File: src/rtl/gpio_bank_pkg.sv
package gpio_bank_pkg;

  typedef enum logic [2:0] {
    SEL_DIR,
    SEL_PIN,
    SEL_OUT,
    SEL_CTL,
    SEL_STAT,
    SEL_NONE
  } readSel_t;

  typedef struct packed {
    logic dirOut;
    logic dirIn;
    logic outSet;
    logic outClr;
    logic ctlSet;
    logic ctlClr;
    logic intClr;
  } bankStrobe_t;

endpackage

File: src/rtl/gpio_bank_ctrl.sv
module gpio_bank_ctrl
  import gpio_bank_pkg::*;
#(
  parameter int ADDR_W = 6
) (
  input  logic [ADDR_W-1:0] busAddr,
  input  logic              busWrEn,
  output bankStrobe_t       strobe,
  output readSel_t          rdSel
);

  localparam int WORD_W = ADDR_W - 2;

  logic [WORD_W-1:0] wordIdx;
  logic              aligned;
  logic              wrHit;

  assign wordIdx = busAddr[ADDR_W-1:2];
  assign aligned = (busAddr[1:0] == 2'b00);
  assign wrHit   = busWrEn && aligned;

  always_comb begin
    strobe        = '0;
    strobe.dirOut = wrHit && (wordIdx == WORD_W'(1));
    strobe.dirIn  = wrHit && (wordIdx == WORD_W'(2));
    strobe.outSet = wrHit && (wordIdx == WORD_W'(4));
    strobe.outClr = wrHit && (wordIdx == WORD_W'(5));
    strobe.ctlSet = wrHit && (wordIdx == WORD_W'(6));
    strobe.ctlClr = wrHit && (wordIdx == WORD_W'(7));
    strobe.intClr = wrHit && (wordIdx == WORD_W'(8));
  end

  always_comb begin
    rdSel = SEL_NONE;
    if (aligned) begin
      if (wordIdx <= WORD_W'(2))       rdSel = SEL_DIR;
      else if (wordIdx == WORD_W'(3))  rdSel = SEL_PIN;
      else if (wordIdx <= WORD_W'(5))  rdSel = SEL_OUT;
      else if (wordIdx <= WORD_W'(7))  rdSel = SEL_CTL;
      else if (wordIdx == WORD_W'(9))  rdSel = SEL_STAT;
    end
  end

endmodule

File: src/rtl/gpio_bank_datapath.sv
module gpio_bank_datapath
  import gpio_bank_pkg::*;
#(
  parameter int PIN_W    = 32,
  parameter int IRQ_PINS = 8
) (
  input  logic             clk,
  input  logic             rstN,
  input  bankStrobe_t      strobe,
  input  readSel_t         rdSel,
  input  logic [PIN_W-1:0] wrData,
  input  logic [PIN_W-1:0] pinIn,
  output logic [PIN_W-1:0] pinOut,
  output logic [PIN_W-1:0] pinOutEn,
  output logic [PIN_W-1:0] rdData,
  output logic             irqOut
);

  localparam int CTL_W   = 4 * IRQ_PINS;
  localparam int RISE_LO = 0;
  localparam int FALL_LO = IRQ_PINS;
  localparam int LVL_LO  = 3 * IRQ_PINS;

  logic [PIN_W-1:0]    dirQ;
  logic [PIN_W-1:0]    outQ;
  logic [PIN_W-1:0]    sync1Q;
  logic [PIN_W-1:0]    sync2Q;
  logic [IRQ_PINS-1:0] prevQ;
  logic [CTL_W-1:0]    ctlQ;
  logic [IRQ_PINS-1:0] statQ;
  logic [IRQ_PINS-1:0] statNext;
  logic [PIN_W-1:0]    ctlWide;
  logic [PIN_W-1:0]    statWide;

  always_ff @(posedge clk or negedge rstN) begin
    if (!rstN) begin
      dirQ <= '0;
    end else if (strobe.dirOut) begin
      dirQ <= dirQ | wrData;
    end else if (strobe.dirIn) begin
      dirQ <= dirQ & ~wrData;
    end
  end

  always_ff @(posedge clk or negedge rstN) begin
    if (!rstN) begin
      outQ <= '0;
    end else if (strobe.outSet) begin
      outQ <= outQ | wrData;
    end else if (strobe.outClr) begin
      outQ <= outQ & ~wrData;
    end
  end

  always_ff @(posedge clk or negedge rstN) begin
    if (!rstN) begin
      ctlQ <= '0;
    end else if (strobe.ctlSet) begin
      ctlQ <= ctlQ | wrData[CTL_W-1:0];
    end else if (strobe.ctlClr) begin
      ctlQ <= ctlQ & ~wrData[CTL_W-1:0];
    end
  end

  always_ff @(posedge clk or negedge rstN) begin
    if (!rstN) begin
      sync1Q <= '0;
      sync2Q <= '0;
      prevQ  <= '0;
    end else begin
      sync1Q <= pinIn;
      sync2Q <= sync1Q;
      prevQ  <= sync2Q[IRQ_PINS-1:0];
    end
  end

  always_comb begin
    for (int i = 0; i < IRQ_PINS; i++) begin
      logic riseEn, fallEn, lvlSel, edgeHit, lvlHit, clrHit;
      riseEn   = ctlQ[RISE_LO+i];
      fallEn   = ctlQ[FALL_LO+i];
      lvlSel   = ctlQ[LVL_LO+i];
      edgeHit  = (riseEn && sync2Q[i] && !prevQ[i]) ||
                 (fallEn && !sync2Q[i] && prevQ[i]);
      lvlHit   = (riseEn && sync2Q[i]) || (fallEn && !sync2Q[i]);
      clrHit   = strobe.intClr && wrData[i];
      statNext[i] = lvlSel ? lvlHit : (edgeHit || (statQ[i] && !clrHit));
    end
  end

  always_ff @(posedge clk or negedge rstN) begin
    if (!rstN) statQ <= '0;
    else       statQ <= statNext;
  end

  always_comb begin
    ctlWide               = '0;
    ctlWide[CTL_W-1:0]    = ctlQ;
    statWide              = '0;
    statWide[IRQ_PINS-1:0] = statQ;
  end

  always_comb begin
    case (rdSel)
      SEL_DIR:  rdData = dirQ;
      SEL_PIN:  rdData = sync2Q;
      SEL_OUT:  rdData = outQ;
      SEL_CTL:  rdData = ctlWide;
      SEL_STAT: rdData = statWide;
      default:  rdData = '0;
    endcase
  end

  assign pinOut   = outQ;
  assign pinOutEn = dirQ;
  assign irqOut   = |statQ;

  assert_make_output_R2: assert property (@(posedge clk) disable iff (!rstN)
    strobe.dirOut |=> ((dirQ & $past(wrData)) == $past(wrData)));

  assert_out_set_R3: assert property (@(posedge clk) disable iff (!rstN)
    strobe.outSet |=> ((outQ & $past(wrData)) == $past(wrData)));

  assert_upper_status_zero_R8: assert property (@(posedge clk) disable iff (!rstN)
    (rdSel == SEL_STAT) |-> (rdData[PIN_W-1:IRQ_PINS] == '0));

  for (genvar g = 0; g < IRQ_PINS; g++) begin : g_pinChk
    assert_edge_sticky_R6: assert property (@(posedge clk) disable iff (!rstN)
      (!ctlQ[LVL_LO+g] && statQ[g] && !(strobe.intClr && wrData[g])) |=> statQ[g]);

    assert_level_high_R7: assert property (@(posedge clk) disable iff (!rstN)
      (ctlQ[LVL_LO+g] && ctlQ[RISE_LO+g] && sync2Q[g]) |=> statQ[g]);

    assert_masked_R9: assert property (@(posedge clk) disable iff (!rstN)
      (!ctlQ[RISE_LO+g] && !ctlQ[FALL_LO+g] && !statQ[g]) |=> !statQ[g]);
  end

endmodule

File: src/rtl/gpio_irq_bank.sv
module gpio_irq_bank
  import gpio_bank_pkg::*;
#(
  parameter int PIN_W    = 32,
  parameter int IRQ_PINS = 8,
  parameter int ADDR_W   = 6
) (
  input  logic              clk,
  input  logic              rstN,
  input  logic [ADDR_W-1:0] busAddr,
  input  logic              busWrEn,
  input  logic [PIN_W-1:0]  busWrData,
  output logic [PIN_W-1:0]  busRdData,
  input  logic [PIN_W-1:0]  pinIn,
  output logic [PIN_W-1:0]  pinOut,
  output logic [PIN_W-1:0]  pinOutEn,
  output logic              irqOut
);

  bankStrobe_t strobe;
  readSel_t    rdSel;

  gpio_bank_ctrl #(
    .ADDR_W(ADDR_W)
  ) i_ctrl (
    .busAddr (busAddr),
    .busWrEn (busWrEn),
    .strobe  (strobe),
    .rdSel   (rdSel)
  );

  gpio_bank_datapath #(
    .PIN_W   (PIN_W),
    .IRQ_PINS(IRQ_PINS)
  ) i_datapath (
    .clk     (clk),
    .rstN    (rstN),
    .strobe  (strobe),
    .rdSel   (rdSel),
    .wrData  (busWrData),
    .pinIn   (pinIn),
    .pinOut  (pinOut),
    .pinOutEn(pinOutEn),
    .rdData  (busRdData),
    .irqOut  (irqOut)
  );

endmodule

File: config.mk
export PLATFORM = sky130hd
export DESIGN_NAME = gpio_irq_bank
export DESIGN_NICKNAME = d
export VERILOG_FILES = /design/src/rtl/gpio_bank_pkg.sv /design/src/rtl/gpio_bank_ctrl.sv /design/src/rtl/gpio_bank_datapath.sv /design/src/rtl/gpio_irq_bank.sv
export SDC_FILE = /design/constraint.sdc
export NUM_CORES = 1
export LEC_CHECK = 0
export BUFFER_PORTS_ARGS = -buffer_cell sky130_fd_sc_hd__buf_2
export CAP_MARGIN = 5
export CELL_PAD_IN_SITES_DETAIL_PLACEMENT = 1
export CELL_PAD_IN_SITES_GLOBAL_PLACEMENT = 2
export CORE_ASPECT_RATIO = 0.8
export CORE_MARGIN = 10
export CORE_UTILIZATION = 30
export CTS_CLUSTER_DIAMETER = 30
export DETAILED_ROUTE_END_ITERATION = 6
export HOLD_SLACK_MARGIN = 0.02
export PLACE_DENSITY = 0.74
export SLEW_MARGIN = 25
export SYNTH_ARGS = -nofsm -noshare
export SYNTH_HDL_FRONTEND = slang
export SYNTH_SLANG_ARGS = --single-unit
File: constraint.sdc
create_clock -name clk -period 1.5 [get_ports clk]
set_input_delay 0.075 -clock clk [delete_from_list [all_inputs] [get_ports clk]]
set_output_delay 0.075 -clock clk [all_outputs]
set_load 0.03 [all_outputs]
==> results.py, run 1 <==
metrics = {
    "global_route": {
        "overflow": 0,
        "gr-usage-all-layers": 0.173,
        "first_global_vias": 6972,
        "use_met2": 0.264,
        "grtUsageMet3": 0.0381,
        "grt.busiest_layer": "met2",
        "grt_pass1_wl_um": 43100,
        "use_met1": 0.244,
        "antenna_found_initial": 1,
        "grt_max_degree": 47,
    },
    "placement": {
        "io_buffers": 169,
        "dp_cells": 1105,
        "hpwl_um": 19000,
        "gp_congestion": 0.776,
    },
    "power": {
        "clockPowerShare": 0.326,
        "p_seq_frac": 0.443,
        "p_switching_mw": 4.47,
        "combPwrFrac": 0.230,
        "vdd_drop_max_uv": 661,
        "internal-power_mw": 8.93,
        "swShare": 0.334,
        "p_leak_nw": 5.20,
        "p_per_area_mw_per_mm2": 1200,
        "p_total_mw": 13.4,
    },
    "synthesis": {
        "synthArstFlopShare": 1.00,
        "synth_edf_count": 0,
        "syn_area_sq_mm": 0.00744,
        "synth_top_area_frac": 0.592,
        "ys_seq_area_frac": 0.592,
        "ys_ff_latch": 176,
        "syn-num-nets": 690,
        "synth_ff_type": "dfrtp_1",
        "synth_common_cells": "dfrtp_1, mux2i_1, a31oi_1, nand3_1, a22o_1",
        "syn-mean-instance-area_sq_um": 12.1,
        "yosys.area.top_type": "dfrtp_1",
        "synthCells": 617,
        "yosysMostFrequentCell": "dfrtp_1",
        "yosys.cell_types.count": 32,
        "netlist_top_cells_area": "dfrtp_1, mux2i_1, a31oi_1",
        "synth_warnings": 0,
    },
    "sta": {
        "max_freq_mhz": 586,
        "rsz0062_at_grt": "yes",
        "layout_setup_ws_ns": -0.205,
        "period_needed_ns": 1.71,
        "worst_pin_slew_ns": 0.559,
        "holdWs_ns": 0.157,
        "finalCritPeriodShare": 1.14,
        "slew_viol_final": 0,
        "fin_setup_tns_ns": -1.19,
        "report.final.setup_viol": 9,
        "fin_skew_ns": 0.00919,
        "hold_viol": 0,
        "slew_headroom": 0.627,
    },
    "cts": {
        "clkSinkCount": 176,
        "cts_buffers": 17,
        "htree_levels": 4,
        "cts_tree": "yes",
        "cts_root_buffer": "clkbuf_16",
        "clk_latency_ns": 0.42,
        "clockBufferDepth": 2,
        "path_clk_slew_ns": 0.07,
    },
    "outcome": {
        "violations": "setup timing",
        "status": "complete, but fails checks",
    },
    "critical_path": {
        "cp-start-kind": "flop",
        "path_cells": "mux2i_2 -> o22ai_1 -> a221o_2 -> buf_6",
        "worstPathRequired_ns": 1.42,
        "critPathArrivalTime_ns": 1.63,
        "crit_path_end_kind": "output port",
        "cp_slowest_stage_delay_ns": 0.40,
        "critPathTopFamily": "compound AO/OA/AOI/OAI gates",
        "critPathKind": "flop to output port",
        "cp_max_fo": 2,
        "critPathSlowestCell": "dfrtp_1",
        "crit_buf_inv": 1,
    },
    "detailed_routing": {
        "drtIter0Drc": 458,
        "dr_total_vias": 6567,
        "routed_wl_um": 28900,
        "drt-vias-per-instance": 5.32,
        "wl_per_cell_um": 23.4,
        "ant_nets": 0,
        "route.detailed.drc": 0,
        "drtPass1Iterations": 5,
    },
    "floorplanning": {
        "io-pin-count": 170,
        "core-area_sq_mm": 0.0244,
        "start_util": 0.305,
        "std_cell_rows": 51,
        "die_w_um": 196,
        "dieArea_sq_mm": 0.0315,
        "die_y_um": 161,
    },
    "finish": {
        "nets": 976,
        "area_growth_syn_to_layout_pct": 50.0,
        "drive_gt1_frac": 0.395,
        "final_cells": 1235,
        "fin_util": 0.458,
        "fillers": 2567,
    },
    "hold_path": {
        "hp-class": "input pin to asynchronous set/reset pin",
    },
    "flow_run": {
        "cap_violations": 0,
    },
}
[cell usage in the layout, fill, tap and decap left out, drive strengths merged]
cell         Yosys  layout
nand3b           3       3
nor2             5       5
or4b             2       2
nand2b           4       4
xor2             4       4
o32ai            5       5
a22o            32      32
dlygate4sd3      0      65
dfrtp          176     176
clkinvlp         0       3
a311o            4       4
nor3b            5       5
nor4             3       3
a41o             4       4
o21ai            8       8
mux2i           84      84
a21oi            1       1
and3b            1       1
nor2b            5       5
buf             23     251
a221o            8       8
clkinv           0       3
and3            24      24
and2             3       3
inv             25      32
nand3           34      34
o22ai           31      31
nand2           11      11
a31oi           80      80
diode            0       1
or4              1       1
clkbuf          29      22
nor4b            2       2
[cell families (layout without fill, tap and decap cells)]
group                  Yosys count  after routing  share of synthesized area
XOR/XNOR                         4              4                    0.00471
AND/OR/NAND/NOR                103            103                     0.0823
buffers and inverters           77            376                     0.0427
multiplexers                    84             84                      0.113
AO/OA/AOI/OAI                  173            173                      0.165
other                            0              1                          0
flip-flops                     176            176                      0.592
[stage by stage]
| stage | setup WS, ns | area [sq um] |
|---|---|---|
| 2_1_floorplan | -0.118 | 7450 |
| 4_1_cts | -0.196 | 10500 |
| 5_1_grt | -0.267 | 11200 |
| 3_5_place_dp | -0.241 | 9080 |
| 3_3_place_gp | -0.190 | 9080 |
| 6_report | -0.205 | 11200 |
[power by group through the flow]
stage | Clock (mW) | Combinational, mW | Sequential (mW)
after floorplan | 0 | 0.989 | 6.28
after global placement | 0 | 2.47 | 5.96
after detailed placement | 0 | 2.51 | 5.97
after CTS | 4.48 | 2.81 | 5.88
after global routing | 4.70 | 3.34 | 6.01
final | 4.38 | 3.09 | 5.94
[layout make-up]
cell class / count / area (sq um) / share of cell area
flip-flops and latches: 176 / 4420 / 0.396
multi-input cells: 364 / 3070 / 0.275
repair buffers: 319 / 2600 / 0.233
clock buffers: 19 / 453 / 0.0406
well taps: 318 / 398 / 0.0357
clock inverters: 13 / 120 / 0.0108
inverters: 25 / 93.8 / 0.00841
diodes: 1 / 2.50 / 0.000224
[path summary, 6_finish.rpt]
path / from / endpoint / slack, ns / cells after the start
setup / recovery: flop / busRdData[6] / -0.21 / 4
hold / removal: rstN / i_datapath.sync2Q[1]$_DFF_PN0_ / 0.16 / 2
setup reg to reg: flop / i_datapath.statQ[4]$_DFF_PN0_ / 0.23 / 4
hold reg to reg: i_datapath.sync1Q[10]$_DFF_PN0_ / i_datapath.sync2Q[10]$_DFF_PN0_ / 0.35 / 0
max in group asynchronous: rstN / i_datapath.sync2Q[11]$_DFF_PN0_ / 0.76 / 3
min in group clk: busAddr[2] / flop / 0.19 / 3
[routing by layer]
metal,share of wire,vias up
li1,-,2920
met1,0.49,3439
met2,0.45,193
met3,0.049,15
met4,0.0095,0
met5,0,-
[what timing repair did]
action                                 CTS  global route
hold buffers                            65             0
setup endpoints to repair               33            33
pin swaps                                7            10
gates cloned                             0             5
gates resized for setup                 37           113
buffers inserted                        16            11
endpoints found under the hold margin  274             0
No activity file was read; power rests on OpenSTA's default activity.
==> run 2: changes to the inputs <==
CELL_PAD_IN_SITES_DETAIL_PLACEMENT = default   (was 1)
CELL_PAD_IN_SITES_GLOBAL_PLACEMENT = default   (was 2)
PLACE_DENSITY = 0.53   (was 0.74)
==> run 2 against run 1 <==
  * The run still ends with setup timing left
  * Clock skew increased by 0.0072 ns
  * Count of clock-buffer cells in the layout increased by 3
  * Non-clock buffer count unchanged
  * Via count decreased by 4.8%
  * Power decreased by 0.49%
==> results.py, run 2 (same netlist as run 1, synthesis figures left out) <==
metrics = {
    "sta": {
        "rsz0062_at_grt": "yes",
        "worst_pin_slew_ns": 0.399,
        "max_freq_mhz": 603,
        "report.final.setup_viol": 8,
        "finalCritPeriodShare": 1.11,
        "slew_viol_final": 0,
        "layout_setup_ws_ns": -0.159,
        "period_needed_ns": 1.66,
        "hold_viol": 0,
        "slew_headroom": 0.734,
        "fin_skew_ns": 0.0164,
    },
    "detailed_routing": {
        "wl_per_cell_um": 21.0,
        "routed_wl_um": 25900,
        "drtPass1Iterations": 5,
        "drt-vias-per-instance": 5.06,
        "ant_nets": 0,
        "drtIter0Drc": 385,
        "dr_total_vias": 6249,
        "route.detailed.drc": 0,
    },
    "critical_path": {
        "worstPathRequired_ns": 1.42,
        "cp-start-kind": "flop",
        "critPathKind": "flop to output port",
        "cp_max_fo": 3,
        "critPathArrivalTime_ns": 1.58,
        "crit_path_end_kind": "output port",
        "r2r_slack_ns": 0.22,
    },
    "floorplanning": {
        "dieArea_sq_mm": 0.0315,
        "io-pin-count": 170,
        "std_cell_rows": 51,
        "core-area_sq_mm": 0.0244,
        "die_w_um": 196,
        "start_util": 0.305,
        "die_y_um": 161,
    },
    "cts": {
        "clk_latency_ns": 0.43,
        "clockBufferDepth": 2,
        "clkSinkCount": 176,
        "htree_levels": 4,
        "cts_tree": "yes",
        "cts_buffers": 17,
        "cts_root_buffer": "clkbuf_16",
        "path_clk_slew_ns": 0.08,
    },
    "flow_run": {
        "cap_violations": 0,
    },
    "power": {
        "p_per_area_mw_per_mm2": 1230,
        "p_switching_mw": 4.14,
        "p_seq_frac": 0.439,
        "p_leak_nw": 5.17,
        "internal-power_mw": 9.20,
        "combPwrFrac": 0.222,
        "swShare": 0.311,
        "clockPowerShare": 0.339,
        "p_total_mw": 13.3,
        "vdd_drop_max_uv": 750,
    },
    "global_route": {
        "use_met2": 0.250,
        "use_met1": 0.222,
        "first_global_vias": 6653,
        "antenna_found_initial": 0,
        "grt_pass1_wl_um": 40400,
        "grtUsageMet3": 0.0468,
        "grt.busiest_layer": "met2",
        "grt_max_degree": 44,
        "overflow": 0,
        "gr-usage-all-layers": 0.162,
    },
    "finish": {
        "regArea_sq_mm": 0.00442,
        "layout_commonest_cell": "dfrtp_1",
        "area_growth_syn_to_layout_pct": 46.3,
        "diodes": 0,
        "final_cells": 1234,
        "drive_gt1_frac": 0.365,
        "nets": 976,
        "final_cell_mix": "dfrtp_1, buf_2, a31oi_1, buf_4, mux2i_1",
        "multiInputGateArea_sq_mm": 0.00293,
        "fillers": 2297,
    },
    "placement": {
        "io_buffers": 169,
        "dp_cells": 1111,
        "hpwl_um": 18000,
        "gp_congestion": 0.810,
    },
    "outcome": {
        "status": "complete, but fails checks",
        "violations": "setup timing",
    },
    "hold_path": {
        "hp-class": "input pin to flop",
    },
}
## run 2: cell types whose count changed in the layout (fill, tap and decap cells not counted), moves of 9 or more
cell,change
buf_6,-12
buf_2,+10
mux2i_1,+9
o22ai_1,+14
mux2i_2,-10
o22ai_2,-12
## run 2: power by group through the flow
stage	logic (mW)	registers [mW]	clock network, mW
after floorplan	0.989	6.28	0
after global placement	2.50	5.92	0
after detailed placement	2.51	5.93	0
after CTS	2.85	5.84	4.64
after global routing	3.21	5.94	4.85
final	2.96	5.86	4.53
## run 2: worst max-delay path, stage by stage (launching register included)
cell and delay, ns:
dfrtp_1 0.40, mux2i_1 0.15, o32ai_1 0.09, a221o_2 0.35, buf_6 0.15
## run 2: repair_timing
| action | 4_1_cts | 5_1_grt |
|---|---|---|
| gates resized for setup | 56 | 35 |
| endpoints found under the hold margin | 283 | 0 |
| gates cloned | 0 | 1 |
| buffers inserted | 16 | 9 |
| pin swaps | 8 | 4 |
| setup endpoints to repair | 33 | 33 |
| hold buffers | 65 | 0 |
## run 2: path summary, 6_finish.rpt
kind / startpoint / endpoint / cells after the start
setup / recovery: flop / busRdData[3] / 4
hold / removal: busAddr[2] / flop / 3
setup reg to reg: flop / i_datapath.statQ[4]$_DFF_PN0_ / 4
hold reg to reg: i_datapath.sync1Q[2]$_DFF_PN0_ / i_datapath.sync2Q[2]$_DFF_PN0_ / 0
max in group asynchronous: rstN / asynchronous set/reset pin / 3
min in group asynchronous: rstN / asynchronous set/reset pin / 2
## run 2: metrics by stage
step	instance area [sq um]	setup TNS (ns)	utilization	hold slack [ns]	worst slack (ns)
floorplan	7450	-2.36	-	-0.221	-0.118
global placement	9080	-4.53	0.372	0.0181	-0.206
detailed placement	9080	-4.94	0.372	0.0152	-0.229
CTS	10700	-1.01	0.437	0.0861	-0.181
global route	10900	-1.44	0.446	0.130	-0.229
finish	10900	-0.793	0.446	0.109	-0.159
## run 2: layout make-up
| type | instances | share of cell area |
|---|---|---|
| clock buffers | 22 | 0.0436 |
| flip-flops and latches | 176 | 0.406 |
| inverters | 25 | 0.00862 |
| well taps | 318 | 0.0366 |
| repair buffers | 319 | 0.225 |
| clock inverters | 10 | 0.0117 |
| multi-input cells | 364 | 0.269 |
## run 2: routing by layer
| metal | wire length, um | vias up | part of all wire |
|---|---|---|---|
| li1 | - | 2918 | - |
| met1 | 12000 | 3134 | 0.46 |
| met2 | 12100 | 184 | 0.47 |
| met3 | 1620 | 13 | 0.062 |
| met4 | 207 | 0 | 0.0080 |
| met5 | 0 | - | 0 |
